$ cat src/rtl/trigSeqPkg.sv
package trigSeqPkg;

  localparam logic [2:0] CodeAny    = 3'd0;
  localparam logic [2:0] CodeLow    = 3'd1;
  localparam logic [2:0] CodeHigh   = 3'd2;
  localparam logic [2:0] CodeRise   = 3'd3;
  localparam logic [2:0] CodeFall   = 3'd4;
  localparam logic [2:0] CodeToggle = 3'd5;

  typedef enum logic [1:0] {
    StIdle = 2'd0,
    StHunt = 2'd1,
    StDone = 2'd2
  } seqStateT;

  // strobes from control to datapath
  typedef struct packed {
    logic codeWrite;
    logic depthWrite;
    logic restart;
  } dpStrobeT;

  function automatic logic condOk(input logic [2:0] code, input logic cur,
                                  input logic prev, input logic histValid);
    logic ok;
    case (code)
      CodeLow:    ok = ~cur;
      CodeHigh:   ok = cur;
      CodeRise:   ok = histValid & cur & ~prev;
      CodeFall:   ok = histValid & ~cur & prev;
      CodeToggle: ok = histValid & (cur ^ prev);
      default:    ok = 1'b1;
    endcase
    return ok;
  endfunction

endpackage

$ cat src/rtl/trigSeqData.sv
module trigSeqData
  import trigSeqPkg::*;
#(
  parameter int NUM_SIG    = 8,
  parameter int MAX_LEVELS = 10,
  localparam int LVL_W     = (MAX_LEVELS > 1) ? $clog2(MAX_LEVELS) : 1,
  localparam int SLOTS     = NUM_SIG + 1,
  localparam int SLOT_W    = $clog2(SLOTS),
  localparam int DEPTH_W   = $clog2(MAX_LEVELS + 1)
) (
  input  logic               clk,
  input  logic               rstN,
  input  logic [NUM_SIG-1:0] probe,
  input  logic               extTrigIn,
  input  dpStrobeT           strobe,
  input  logic [LVL_W-1:0]   cfgLevel,
  input  logic [SLOT_W-1:0]  cfgSlot,
  input  logic [2:0]         cfgCode,
  input  logic [DEPTH_W-1:0] depthVal,
  input  logic [LVL_W-1:0]   curLevel,
  output logic               levelHit,
  output logic               lastLevel
);

  logic [2:0]         codeMem [MAX_LEVELS][SLOTS];
  logic [DEPTH_W-1:0] depthReg;
  logic [SLOTS-1:0]   nowSample;
  logic [SLOTS-1:0]   prevSample;
  logic               histValid;
  logic [SLOTS-1:0]   slotOk;

  assign nowSample = {extTrigIn, probe};

  // one register per level and slot; out-of-range indices select nothing
  for (genvar lv = 0; lv < MAX_LEVELS; lv++) begin : gLevel
    for (genvar sl = 0; sl < SLOTS; sl++) begin : gSlot
      always_ff @(posedge clk or negedge rstN) begin
        if (!rstN) begin
          codeMem[lv][sl] <= CodeAny;
        end else if (strobe.codeWrite && cfgLevel == LVL_W'(lv)
                     && cfgSlot == SLOT_W'(sl)) begin
          codeMem[lv][sl] <= cfgCode;
        end
      end
    end
  end

  always_ff @(posedge clk or negedge rstN) begin
    if (!rstN) begin
      depthReg <= DEPTH_W'(1);
    end else if (strobe.depthWrite && depthVal >= DEPTH_W'(1)
                 && depthVal <= DEPTH_W'(MAX_LEVELS)) begin
      depthReg <= depthVal;
    end
  end

  always_ff @(posedge clk or negedge rstN) begin
    if (!rstN) begin
      prevSample <= '0;
      histValid  <= 1'b0;
    end else begin
      prevSample <= nowSample;
      histValid  <= ~strobe.restart;
    end
  end

  for (genvar sl = 0; sl < SLOTS; sl++) begin : gEval
    assign slotOk[sl] = condOk(codeMem[curLevel][sl], nowSample[sl],
                               prevSample[sl], histValid);
  end

  assign levelHit  = &slotOk;
  assign lastLevel = (DEPTH_W'(curLevel) + DEPTH_W'(1)) == depthReg;

endmodule

$ cat src/rtl/trigSeqCtrl.sv
module trigSeqCtrl
  import trigSeqPkg::*;
#(
  parameter int MAX_LEVELS = 10,
  localparam int LVL_W     = (MAX_LEVELS > 1) ? $clog2(MAX_LEVELS) : 1
) (
  input  logic             clk,
  input  logic             rstN,
  input  logic             arm,
  input  logic             disarm,
  input  logic             cfgWe,
  input  logic             depthWe,
  input  logic             levelHit,
  input  logic             lastLevel,
  output dpStrobeT         strobe,
  output logic [LVL_W-1:0] curLevel,
  output logic             trigPulse,
  output logic             trigOut
);

  seqStateT state;

  always_comb begin
    strobe.codeWrite  = cfgWe && (state == StIdle);
    strobe.depthWrite = depthWe && (state == StIdle);
    strobe.restart    = arm;
  end

  always_ff @(posedge clk or negedge rstN) begin
    if (!rstN) begin
      state     <= StIdle;
      curLevel  <= '0;
      trigPulse <= 1'b0;
      trigOut   <= 1'b0;
    end else if (disarm) begin
      state     <= StIdle;
      curLevel  <= '0;
      trigPulse <= 1'b0;
      trigOut   <= 1'b0;
    end else if (arm) begin
      state     <= StHunt;
      curLevel  <= '0;
      trigPulse <= 1'b0;
      trigOut   <= 1'b0;
    end else begin
      trigPulse <= 1'b0;
      if (state == StHunt && levelHit) begin
        if (lastLevel) begin
          state     <= StDone;
          trigPulse <= 1'b1;
          trigOut   <= 1'b1;
        end else begin
          curLevel <= curLevel + LVL_W'(1);
        end
      end
    end
  end

endmodule

$ cat src/rtl/trigSeq.sv
module trigSeq
  import trigSeqPkg::*;
#(
  parameter int NUM_SIG    = 8,
  parameter int MAX_LEVELS = 10,
  localparam int LVL_W     = (MAX_LEVELS > 1) ? $clog2(MAX_LEVELS) : 1,
  localparam int SLOT_W    = $clog2(NUM_SIG + 1),
  localparam int DEPTH_W   = $clog2(MAX_LEVELS + 1)
) (
  input  logic               clk,
  input  logic               rstN,
  input  logic [NUM_SIG-1:0] probe,
  input  logic               extTrigIn,
  input  logic               cfgWe,
  input  logic [LVL_W-1:0]   cfgLevel,
  input  logic [SLOT_W-1:0]  cfgSlot,
  input  logic [2:0]         cfgCode,
  input  logic               depthWe,
  input  logic [DEPTH_W-1:0] depthVal,
  input  logic               arm,
  input  logic               disarm,
  output logic               trigPulse,
  output logic               trigOut
);

  dpStrobeT         strobe;
  logic [LVL_W-1:0] curLevel;
  logic             levelHit;
  logic             lastLevel;

  trigSeqCtrl #(.MAX_LEVELS(MAX_LEVELS)) uCtrl (
    .clk(clk), .rstN(rstN), .arm(arm), .disarm(disarm),
    .cfgWe(cfgWe), .depthWe(depthWe),
    .levelHit(levelHit), .lastLevel(lastLevel),
    .strobe(strobe), .curLevel(curLevel),
    .trigPulse(trigPulse), .trigOut(trigOut)
  );

  trigSeqData #(.NUM_SIG(NUM_SIG), .MAX_LEVELS(MAX_LEVELS)) uData (
    .clk(clk), .rstN(rstN), .probe(probe), .extTrigIn(extTrigIn),
    .strobe(strobe), .cfgLevel(cfgLevel), .cfgSlot(cfgSlot),
    .cfgCode(cfgCode), .depthVal(depthVal), .curLevel(curLevel),
    .levelHit(levelHit), .lastLevel(lastLevel)
  );

endmodule

$ cat config.mk
export PLATFORM = sky130hd
export DESIGN_NAME = trigSeq
export DESIGN_NICKNAME = d
export VERILOG_FILES = /design/src/rtl/trigSeqPkg.sv /design/src/rtl/trigSeqData.sv /design/src/rtl/trigSeqCtrl.sv /design/src/rtl/trigSeq.sv
export SDC_FILE = /design/constraint.sdc
export NUM_CORES = 1
export LEC_CHECK = 0
export BUFFER_PORTS_ARGS = -buffer_cell sky130_fd_sc_hd__buf_2
export CORE_MARGIN = 2
export CORE_UTILIZATION = 40
export CTS_CLUSTER_DIAMETER = 50
export DETAILED_ROUTE_END_ITERATION = 7
export PLACE_DENSITY_LB_ADDON = 0.05
export SKIP_CTS_REPAIR_TIMING = 1
export SLEW_MARGIN = 20
export SYNTH_ARGS = -nofsm -noshare
export SYNTH_HDL_FRONTEND = slang
export SYNTH_HIERARCHICAL = 1
export SYNTH_SLANG_ARGS = --single-unit
$ cat constraint.sdc
create_clock -name clk -period 6.5 [get_ports clk]
set_input_delay 1.3 -clock clk [delete_from_list [all_inputs] [get_ports clk]]
set_output_delay 1.3 -clock clk [all_outputs]
set_load 0.01 [all_outputs]
==> metrics <==
Slowest-stage cell, CP dfrtp_4; crit-path cells buf_4 > mux4_2 > mux2i_1 > o22a_1 > mux2i_1 > nor4_1 > a21oi_1 > and4bb_1 > and4bb_4 > a2111oi_4 > a31o_1; DP HPWL 23.89 mm; Critical Path Start Type flop; WL/cell 23.97 um; grt met3 use 0.03146; Pre-antenna DRT Iters 5; status finished, final reports clean; Root Buffer Master clkbuf_16; RR Startpoint uCtrl/curLevel[0]; Syn Inst Count 1100; Area contributors post-synth dfrtp_1 51%, mux2_2 22%, mux4_2 5.7%; # nets final 1158; Via Count 9191; I/O pins 32; EDFF count, synth 0; CTS tree yes; crit share post-route 0.6351; Worst IR Drop VDD 0.2210 mV; ys flop type dfrtp_1; worst reg2reg path depth 11; clock share of power 0.505; FP Rows 69; Num CTS Buffers 40; RSZ-0062 raised after global routing no; Seq/Total Area, Yosys 0.5129; crit path DAT 4590 ps; Total GRT Usage 0.2161; switching power 1023 uW; drt via density 5.695; skew final 11.14 ps; Worst Path Buf+Inv 1; setup slack at placement 2373 ps; Int Power 3402 uW; Ys Warns 6; P&R area growth vs syn 14.04%; Fin. Hold Viols 0; die area 0.03702 mm^2; footprint of the multi-input gates 0.006590 mm^2; GRT busiest layer met2; Register-to-Register Setup Slack 2370 ps; Final Wtd Congestion 0.7748; Iter 0 DRT Violations 533; Least-Margin Pin Slew 1199 ps; minimum clock period 4128 ps; Chip Width 192.4 um; clock slew at reported path FFs 60 ps; Min-Delay Path Depth 1; Final setup viols 0; Final Worst Setup Slack 2372 ps; critical path's most frequent cell mux2i_1; max-cap viol count 0; worst hold slack 498.9 ps; DR DRC count 0; Yosys cell types 61; final WL 38.68 mm; combinational power share 0.061; Netlist Area Pre-Place 0.01420 mm^2; area leader, netlist dfrtp_1; final max-slew violation count 0; Max Freq 0.2423 GHz; Routed Antenna Nets 0; Avg Inst Size Synth 12.91 um^2; ys async rst share 1.000; data required time of the critical path 6960 ps; vias in the first global route 9413; max incr delay on CP 760 ps; P per Cell Area 273.2 mW/mm^2; share of cells above drive strength 1 0.3868; hold path endpoint uData/codeMem[50]; storage element area 0.007288 mm^2; clk sinks 291; Max Root-Sink Buffers 3; Static Leak 0.007301 uW; kind of critical path flop to flop; largest net degree at the start of global routing 139; Layout fillers 3200; core area 0.03522 mm^2; min-delay worst type flop to flop; H-tree levels 2; post-synthesis net count 1132; initial core utilization 0.4031; Top delay family on crit path simple AND/OR/NAND/NOR gates; Seq cells post-synth 291; total grt overflow 0; clk_lat worst skew 520 ps; R2R Path End uCtrl/curLevel[2]; GRT met1 Usage 0.3079; Reg power frac 0.434; Yosys top cell area share 0.5111; critical path peak fanout 41; antenna violations before repair 1; Die H 192.4 um; hold wc startpoint uData/codeMem[50]; first-pass GRT wire length 59.46 mm; Max-Slew Margin vs Limit 0.1999; I/O Buffers 31; final setup TNS 0 ps; ant diodes 0; CP Capture Type flop; M2 GR Usage 0.3456; sw frac 0.2312
final cells by class:
type / instances / area share
repair buffers: 53 / 0.02117
well taps: 461 / 0.03562
inverters: 12 / 0.002782
flip-flops and latches: 291 / 0.4501
clock inverters: 15 / 0.01391
multi-input cells: 728 / 0.4070
clock buffers: 54 / 0.06946
registers in the layout, indices dropped and copies added (netlist names):
signal            flops
uData/codeMem       270
uData/prevSample      9
uCtrl/curLevel        4
uData/depthReg        4
uCtrl/state           1
uCtrl/trigOut         1
uCtrl/trigPulse       1
uData/histValid       1
per-stage QoR:
stage                 util  cell area [um^2]  power (uW)  std cells
detailed placement  0.4212             14840        2224       1545
global placement    0.4211             14830        2220       1545
CTS                 0.4596             16190        4485       1614
finish              0.4597             16190        4424       1614
floorplan                -             14200        2102       1100
global route        0.4597             16190        4594       1614
per-layer routing:
layer	part of all wire	vias up
li1	-	4113
met1	0.47	4824
met2	0.47	187
met3	0.042	67
met4	0.023	0
met5	0	-
worst max path at each step:
stage | start | endpoint | cells past startpoint
floorplan | cfgWe | uData/codeMem[243] | 6
global placement | uCtrl/curLevel[0] | uCtrl/curLevel[2] | 11
detailed placement | uCtrl/curLevel[0] | uCtrl/curLevel[2] | 11
CTS | uCtrl/curLevel[0] | uCtrl/curLevel[2] | 11
global route | uCtrl/curLevel[0] | uCtrl/curLevel[2] | 11
finish | uCtrl/curLevel[0] | uCtrl/curLevel[2] | 11
kinds of logic (layout without fill, tap and decap cells):
family	count (synthesis)	count (layout)	share of synthesized area
DFF	291	291	0.5129
and+or+nand+nor	233	233	0.07516
adders and majority gates	2	2	0.001762
muxes	381	381	0.3250
buffers and inverters	81	134	0.02714
xor gates and xnor gates	5	5	0.003085
AOI/OAI and AO/OA	107	107	0.05498
worst reg2reg max path: stages, from the launching register on:
cell and delay [ps]:
dfrtp_4 760, buf_4 670, mux4_2 650, mux2i_1 220, o22a_1 220, mux2i_1 80
nor4_1 390, a21oi_1 110, and4bb_1 270, and4bb_4 250, a2111oi_4 330, a31o_1 130
cell usage after synthesis, types with 6 or more instances:
library cell / n
nor2_1: 58
nand2b_1: 8
nand2_1: 104
nor3_1: 14
nand3_1: 7
mux4_2: 36
nand3b_1: 8
o21ai_0: 18
nor2b_1: 11
inv_1: 11
mux2i_1: 65
buf_6: 7
buf_1: 6
buf_4: 6
clkbuf_1: 45
nor4_1: 6
a21oi_1: 16
mux2_2: 279
dfrtp_1: 290
a22oi_1: 19
a22o_1: 6
placed cells by master (no fill, tap or decap), drive strengths merged, types with 4 or more instances in the layout:
cell / Yosys / routed
o21ai: 18 / 18
o2bb2ai: 4 / 4
nand3b: 8 / 8
bufinv: 0 / 5
nor3: 14 / 14
mux4: 36 / 36
mux2i: 65 / 65
clkinv: 1 / 4
inv: 11 / 14
a22oi: 19 / 19
nand3: 7 / 7
nand2: 104 / 104
a31oi: 5 / 5
buf: 24 / 53
a311oi: 5 / 5
mux2: 280 / 280
nor2: 58 / 58
clkbuf: 45 / 54
a22o: 6 / 6
nor2b: 11 / 11
nor4: 6 / 6
a21oi: 16 / 16
a221oi: 4 / 4
dfrtp: 290 / 290
clkinvlp: 0 / 4
nand2b: 8 / 8
power groups by stage:
stage / Sequential (uW) / Combinational [uW] / Clock [uW]
floorplan: 1940 / 166 / 0
global placement: 1950 / 269 / 0
detailed placement: 1950 / 272 / 0
CTS: 1920 / 273 / 2290
global route: 1930 / 297 / 2370
finish: 1920 / 268 / 2240
Note: power is estimated with default switching activity, not from simulation.
